--- src/rtl/seg_map_pkg.sv ---
package seg_map_pkg;
  localparam int BANK_W = 8;

  localparam logic [7:0] PORT_BASE = 8'hC0;
  localparam logic [7:0] PORT_SRAM = 8'hC1;
  localparam logic [7:0] PORT_B2   = 8'hC2;
  localparam logic [7:0] PORT_B3   = 8'hC3;

  localparam logic [BANK_W-1:0] RST_BASE = 8'h2F;
  localparam logic [BANK_W-1:0] RST_SRAM = 8'h3F;
  localparam logic [BANK_W-1:0] RST_B2   = 8'hFF;
  localparam logic [BANK_W-1:0] RST_B3   = 8'hFF;

  typedef struct packed {
    logic [BANK_W-1:0] base;
    logic [BANK_W-1:0] sram;
    logic [BANK_W-1:0] b2;
    logic [BANK_W-1:0] b3;
  } bank_regs_t;
endpackage

--- src/rtl/segmap_rst_sync.sv ---
module segmap_rst_sync #(
  parameter int STAGES = 2
) (
  input  logic clk,
  input  logic rst_n,
  output logic rst_sync_n
);
  logic [STAGES-1:0] sync_q;
  logic [STAGES-1:0] sync_d;

  always_comb begin
    sync_d = {sync_q[STAGES-2:0], 1'b1};
  end

  always_ff @(posedge clk or negedge rst_n) begin
    if (!rst_n) sync_q <= '0;
    else        sync_q <= sync_d;
  end

  assign rst_sync_n = sync_q[STAGES-1];
endmodule

--- src/rtl/segmap_regs.sv ---
module segmap_regs
  import seg_map_pkg::*;
#(
  parameter int IO_AW = 8
) (
  input  logic              clk,
  input  logic              rst_n,
  input  logic              io_wr,
  input  logic [IO_AW-1:0]  io_addr,
  input  logic [BANK_W-1:0] io_wdata,
  output logic [BANK_W-1:0] io_rdata,
  output bank_regs_t        regs
);
  bank_regs_t regs_q;
  bank_regs_t regs_d;
  logic       hit;
  logic       wr_en;

  always_comb begin
    hit = 1'b1;
    case (io_addr)
      IO_AW'(PORT_BASE): io_rdata = regs_q.base;
      IO_AW'(PORT_SRAM): io_rdata = regs_q.sram;
      IO_AW'(PORT_B2):   io_rdata = regs_q.b2;
      IO_AW'(PORT_B3):   io_rdata = regs_q.b3;
      default: begin
        io_rdata = '0;
        hit      = 1'b0;
      end
    endcase
  end

  assign wr_en = io_wr & hit;

  always_comb begin
    regs_d = regs_q;
    case (io_addr)
      IO_AW'(PORT_BASE): regs_d.base = io_wdata;
      IO_AW'(PORT_SRAM): regs_d.sram = io_wdata;
      IO_AW'(PORT_B2):   regs_d.b2   = io_wdata;
      IO_AW'(PORT_B3):   regs_d.b3   = io_wdata;
      default: ;
    endcase
  end

  always_ff @(posedge clk or negedge rst_n) begin
    if (!rst_n) begin
      regs_q.base <= RST_BASE;
      regs_q.sram <= RST_SRAM;
      regs_q.b2   <= RST_B2;
      regs_q.b3   <= RST_B3;
    end else if (wr_en) begin
      regs_q <= regs_d;
    end
  end

  assign regs = regs_q;


  wr_b2_chk: assert property (@(posedge clk) disable iff (!rst_n)
    (io_wr && io_addr == IO_AW'(PORT_B2)) |=> (regs_q.b2 == $past(io_wdata)));


  wr_base_chk: assert property (@(posedge clk) disable iff (!rst_n)
    (io_wr && io_addr == IO_AW'(PORT_BASE)) |=> (regs_q.base == $past(io_wdata)));


  unmapped_hold_chk: assert property (@(posedge clk) disable iff (!rst_n)
    (io_addr < IO_AW'(PORT_BASE) || io_addr > IO_AW'(PORT_B3)) |=> $stable(regs_q));


  unmapped_read_chk: assert property (@(posedge clk) disable iff (!rst_n)
    (io_addr < IO_AW'(PORT_BASE) || io_addr > IO_AW'(PORT_B3)) |-> (io_rdata == '0));
endmodule

--- src/rtl/segmap_decode.sv ---
module segmap_decode
  import seg_map_pkg::*;
#(
  parameter int ADDR_W = 20,
  parameter int SEG_W  = 4,
  parameter int SIZE_W = 4
) (
  input  logic                       clk,
  input  logic                       rst_n,
  input  logic [ADDR_W-1:0]          cpu_addr,
  input  logic [SIZE_W-1:0]          rom_bank_bits,
  input  bank_regs_t                 regs,
  output logic                       ram_sel,
  output logic                       sram_sel,
  output logic                       rom_sel,
  output logic [BANK_W+ADDR_W-SEG_W-1:0] phys_addr
);
  localparam int OFF_W  = ADDR_W - SEG_W;
  localparam int NSEG   = 1 << SEG_W;
  localparam int PHYS_W = BANK_W + OFF_W;
  localparam int HI_W   = BANK_W - SEG_W;

  logic [SEG_W-1:0]  seg;
  logic [OFF_W-1:0]  off;
  logic [BANK_W-1:0] seg_bank [NSEG];
  logic [BANK_W-1:0] raw_bank;
  logic [BANK_W-1:0] mask;
  logic [BANK_W-1:0] out_bank;

  assign seg = cpu_addr[ADDR_W-1 -: SEG_W];
  assign off = cpu_addr[OFF_W-1:0];

  for (genvar g = 0; g < NSEG; g++) begin : g_seg
    if (g == 0) begin : g_ram
      assign seg_bank[g] = '0;
    end else if (g == 1) begin : g_sram
      assign seg_bank[g] = regs.sram;
    end else if (g == 2) begin : g_b2
      assign seg_bank[g] = regs.b2;
    end else if (g == 3) begin : g_b3
      assign seg_bank[g] = regs.b3;
    end else begin : g_shared
      assign seg_bank[g] = {regs.base[HI_W-1:0], SEG_W'(g)};
    end
  end

  assign raw_bank = seg_bank[seg];

  always_comb begin
    for (int i = 0; i < BANK_W; i++) begin
      mask[i] = (i < int'(rom_bank_bits));
    end
  end

  always_comb begin
    ram_sel  = (seg == SEG_W'(0));
    sram_sel = (seg == SEG_W'(1));
    rom_sel  = !ram_sel && !sram_sel;
    out_bank = rom_sel ? (raw_bank & mask) : raw_bank;
  end

  assign phys_addr = {out_bank, off};


  one_sel_chk: assert property (@(posedge clk) disable iff (!rst_n)
    $onehot({ram_sel, sram_sel, rom_sel}));


  rom_fold_chk: assert property (@(posedge clk) disable iff (!rst_n)
    rom_sel |-> ((phys_addr[PHYS_W-1:OFF_W] & ~mask) == '0));


  ram_low_chk: assert property (@(posedge clk) disable iff (!rst_n)
    ram_sel |-> (phys_addr[PHYS_W-1:OFF_W] == '0 && phys_addr[OFF_W-1:0] == cpu_addr[OFF_W-1:0]));


  seg2_bank_chk: assert property (@(posedge clk) disable iff (!rst_n)
    (cpu_addr[ADDR_W-1 -: SEG_W] == SEG_W'(2)) |-> (phys_addr[PHYS_W-1:OFF_W] == (regs.b2 & mask)));
endmodule

--- src/rtl/seg_bank_mapper.sv ---
module seg_bank_mapper
  import seg_map_pkg::*;
#(
  parameter int ADDR_W      = 20,
  parameter int SEG_W       = 4,
  parameter int IO_AW       = 8,
  parameter int SIZE_W      = 4,
  parameter int SYNC_STAGES = 2,
  localparam int PHYS_W     = BANK_W + ADDR_W - SEG_W
) (
  input  logic              clk,
  input  logic              rst_n,
  input  logic              io_wr,
  input  logic [IO_AW-1:0]  io_addr,
  input  logic [BANK_W-1:0] io_wdata,
  output logic [BANK_W-1:0] io_rdata,
  input  logic [SIZE_W-1:0] rom_bank_bits,
  input  logic [ADDR_W-1:0] cpu_addr,
  output logic              ram_sel,
  output logic              sram_sel,
  output logic              rom_sel,
  output logic [PHYS_W-1:0] phys_addr
);
  logic       rst_sync_n;
  bank_regs_t regs;

  segmap_rst_sync #(.STAGES(SYNC_STAGES)) u_rst_sync (
    .clk        (clk),
    .rst_n      (rst_n),
    .rst_sync_n (rst_sync_n)
  );

  segmap_regs #(.IO_AW(IO_AW)) u_regs (
    .clk      (clk),
    .rst_n    (rst_sync_n),
    .io_wr    (io_wr),
    .io_addr  (io_addr),
    .io_wdata (io_wdata),
    .io_rdata (io_rdata),
    .regs     (regs)
  );

  segmap_decode #(.ADDR_W(ADDR_W), .SEG_W(SEG_W), .SIZE_W(SIZE_W)) u_decode (
    .clk           (clk),
    .rst_n         (rst_sync_n),
    .cpu_addr      (cpu_addr),
    .rom_bank_bits (rom_bank_bits),
    .regs          (regs),
    .ram_sel       (ram_sel),
    .sram_sel      (sram_sel),
    .rom_sel       (rom_sel),
    .phys_addr     (phys_addr)
  );
endmodule

--- config.mk ---
export PLATFORM = sky130hd
export DESIGN_NAME = seg_bank_mapper
export DESIGN_NICKNAME = d
export VERILOG_FILES = /design/src/rtl/seg_map_pkg.sv /design/src/rtl/segmap_rst_sync.sv /design/src/rtl/segmap_regs.sv /design/src/rtl/segmap_decode.sv /design/src/rtl/seg_bank_mapper.sv
export SDC_FILE = /design/constraint.sdc
export NUM_CORES = 1
export LEC_CHECK = 0
export ABC_AREA = 1
export ABC_CLOCK_PERIOD_IN_PS = 950
export BUFFER_PORTS_ARGS = -buffer_cell sky130_fd_sc_hd__buf_2
export CAP_MARGIN = 20
export CORE_UTILIZATION = 46
export CTS_CLUSTER_DIAMETER = 50
export DETAILED_ROUTE_END_ITERATION = 10
export PLACE_DENSITY_LB_ADDON = 0.2
export RECOVER_POWER = 25
export SLEW_MARGIN = 10
export SYNTH_ARGS = -nofsm -noshare
export SYNTH_HDL_FRONTEND = slang
export SYNTH_SLANG_ARGS = --single-unit
--- constraint.sdc ---
create_clock -name clk -period 0.95 [get_ports clk]
set_input_delay 0.095 -clock clk [delete_from_list [all_inputs] [get_ports clk]]
set_output_delay 0.095 -clock clk [all_outputs]
set_load 0.03 [all_outputs]
==> flow_summary.ini <==
[floorplanning]
pin_count = 78
num_rows = 25
die_w_um = 73.85
die_h_um = 73.85
start_util_pct = 48.98
core_sq_um = 4848
die_area_sq_um = 5454

[synth]
synth.distinct_cells = 24
syn_area_sq_um = 2375
yosysSeqAreaShare_pct = 37.25
synth_edf_count = 0
synthCells = 315
ys_ff_latch = 34
synth_async_sr_flop_share_pct = 100.0
synth_fp_nets = 358
ys_warn_count = 0
synthFlopType = dfstp_2
syn_area_per_cell_sq_um = 7.539

[global_route]
met1_usage_pct = 33.99
grt_pass1_wl_um = 9963
grt_util_met2_pct = 39.14
grt_max_degree = 33
grt_use_total_pct = 24.94
antenna_found_initial = 0
use_met3_pct = 4.664
grt_overflow = 0
busiest_layer = met2
grt_pass1_vias = 2054

[detailed_routing]
num_vias = 2253
drt_first_pass_iters = 5
post_drt_wl_per_cell_um = 14.12
vias_per_cell = 5.018
antenna_left = 0
routed_wl_um = 6338
drtIter0Drc = 123
drc_errors = 0

[timing]
slew_violations = 0
period_needed_ns = 1.556
skew_ns = 0.005076
final.period_utilization_pct = 163.8
setup_ws_ns = -0.6060
hold_viol_final = 0
rsz0062_at_grt = true
finalSetupViolations = 18
fmax_mhz = 642.7

[placement]
dp_hpwl_um = 4139
post-place-ws_ns = -0.3002
io_buffers = 45
gp_congestion = 0.8445

[min_path]
worst_hold_path_type = input port to register

[critical_path]
worstPathCellList = nor2_1, nor2_1, o21ai_1, nand2_1, nand2_2, nor2_4, buf_6
arrival_ns = 1.46
worstPathBufferInverterCount = 1
end_kind = primary output
path_common_cell = nor2_1
crit_family = flip-flops
cpPeakStageDelay_ns = 0.54
cp_max_fo = 2
start_kind = register
critical_path.slowest_cell = dfstp_2
worst_ep_required_time_ns = 0.85
crit_type = register to primary output

[clock_network]
clkTransAtPathRegs_ns = 0.07
clkLatencyLatePin_ns = 0.28
cts_sinks = 34
cts_root_buffer = clkbuf_8
cts_max_level = 2
cts_tree = yes
cts.path.max_buffers = 2
cts_buffers = 5

[power]
ir_worst_vdd_v = 0.001239
power_density_nw_per_um2 = 1073
power.leakage_nw = 1.559

[run_status]
violations = negative setup slack
status = finished with violations

[flow_run]
drv_cap = 0

[cells_and_area]
area_delta_synth_final_pct = 46.00
drive_gt1_share_pct = 59.42
diodes = 0
postLayoutCoreUtil_pct = 71.51
nets = 424
-- routing by layer --
layer  vias up  routed length, um
met1      1049               2822
li1       1116                  -
met5         -                  0
met2        75               3039
met4         0                 95
met3        13                382
-- tightest hold or removal path, delay by kind of cell --
kind | cells | cell delay, ns
compound gates | 1 | 0.08
buf+inv | 2 | 0.22
-- path summary, 6_finish.rpt --
kind	startpoint	to	slack, ns	cells after the start
max in group asynchronous	u_rst_sync.sync_q[1]	u_regs.regs[18]	0.28	1
hold reg to reg	u_rst_sync.sync_q[1]	u_regs.regs[30]	0.32	1
setup / recovery	u_regs.regs[12]	phys_addr[20]	-0.61	7
hold / removal	io_wdata[0]	u_regs.regs[0]	0.11	3
min in group asynchronous	rst_n	u_rst_sync.sync_q[0]	0.12	2
setup reg to reg	u_regs.regs[12]	u_regs.regs[12]	0.04	4
-- per-stage QoR --
stage / hold slack [ns] / instances / power, mW / instance area [sq um] / setup TNS (ns)
2_1_floorplan: -0.2006 / 315 / 2.170 / 2597 / -1.024
3_3_place_gp: -0.1176 / 434 / 2.309 / 3038 / -10.43
3_5_place_dp: -0.1180 / 434 / 2.320 / 3038 / -11.15
4_1_cts: 0.1098 / 445 / 3.699 / 3347 / -7.255
5_1_grt: 0.1227 / 449 / 3.868 / 3467 / -8.445
6_report: 0.1058 / 449 / 3.721 / 3467 / -7.414
-- registers in the layout, summed over array words and instances, names as in the netlist --
name               flops
u_rst_sync.sync_q      2
u_regs.regs           32
-- synth_stat cells (5+ instances only) --
library cell | instances | area share, %
nand3_1 | 37 | 7.8
a21oi_1 | 9 | 1.9
nor2_1 | 15 | 2.4
dfrtp_1 | 7 | 7.4
o21ai_0 | 8 | 1.7
inv_1 | 43 | 6.8
o21ai_2 | 17 | 6.3
buf_4 | 17 | 5.4
o21ai_1 | 15 | 3.2
nor2_4 | 5 | 2.4
buf_6 | 7 | 3.3
nand2_1 | 85 | 13
dfstp_2 | 27 | 30
-- cell type report --
type                    instances  area, sq um
flip-flops and latches         34        885.9
repair buffers                 84        780.7
clock inverters                 1        30.03
multi-input cells             211         1415
fillers                       383         1381
well taps                      67        83.83
clock buffers                   7        76.32
inverters                      45        195.2
-- cell families after synthesis --
family                 after synthesis  synth area share, %
AOI/OAI and AO/OA                   50                13.33
buffers and inverters               71                16.23
DFF                                 34                37.25
other                                1               0.1579
and+or+nand+nor                    159                33.03
-- report_power, final --
part	total (mW)	switching [mW]	internal, mW
combinational	0.797	0.457	0.340
clock	1.31	0.525	0.785
sequential	1.61	0.0512	1.56
-- cell usage in the layout, fill, tap and decap left out, drive strengths merged --
cell          n
nand2        90
buf          81
inv          45
nand3        42
o21ai        40
dfstp        27
nor2         22
a21oi         9
clkbuf        9
dfrtp         7
or2           4
nor3          2
o21a          1
bufinv        1
dlygate4sd3   1
conb          1
-- timing repair --
item                                    CTS  global route
pin swaps                                21            25
cloned                                    0             1
hold buffers                              1             0
resized for setup                        60            27
buffers inserted                          2             4
hold endpoints to repair                  2             0
endpoints found under the setup margin   18            23
Note: power is estimated with default switching activity, not from simulation.
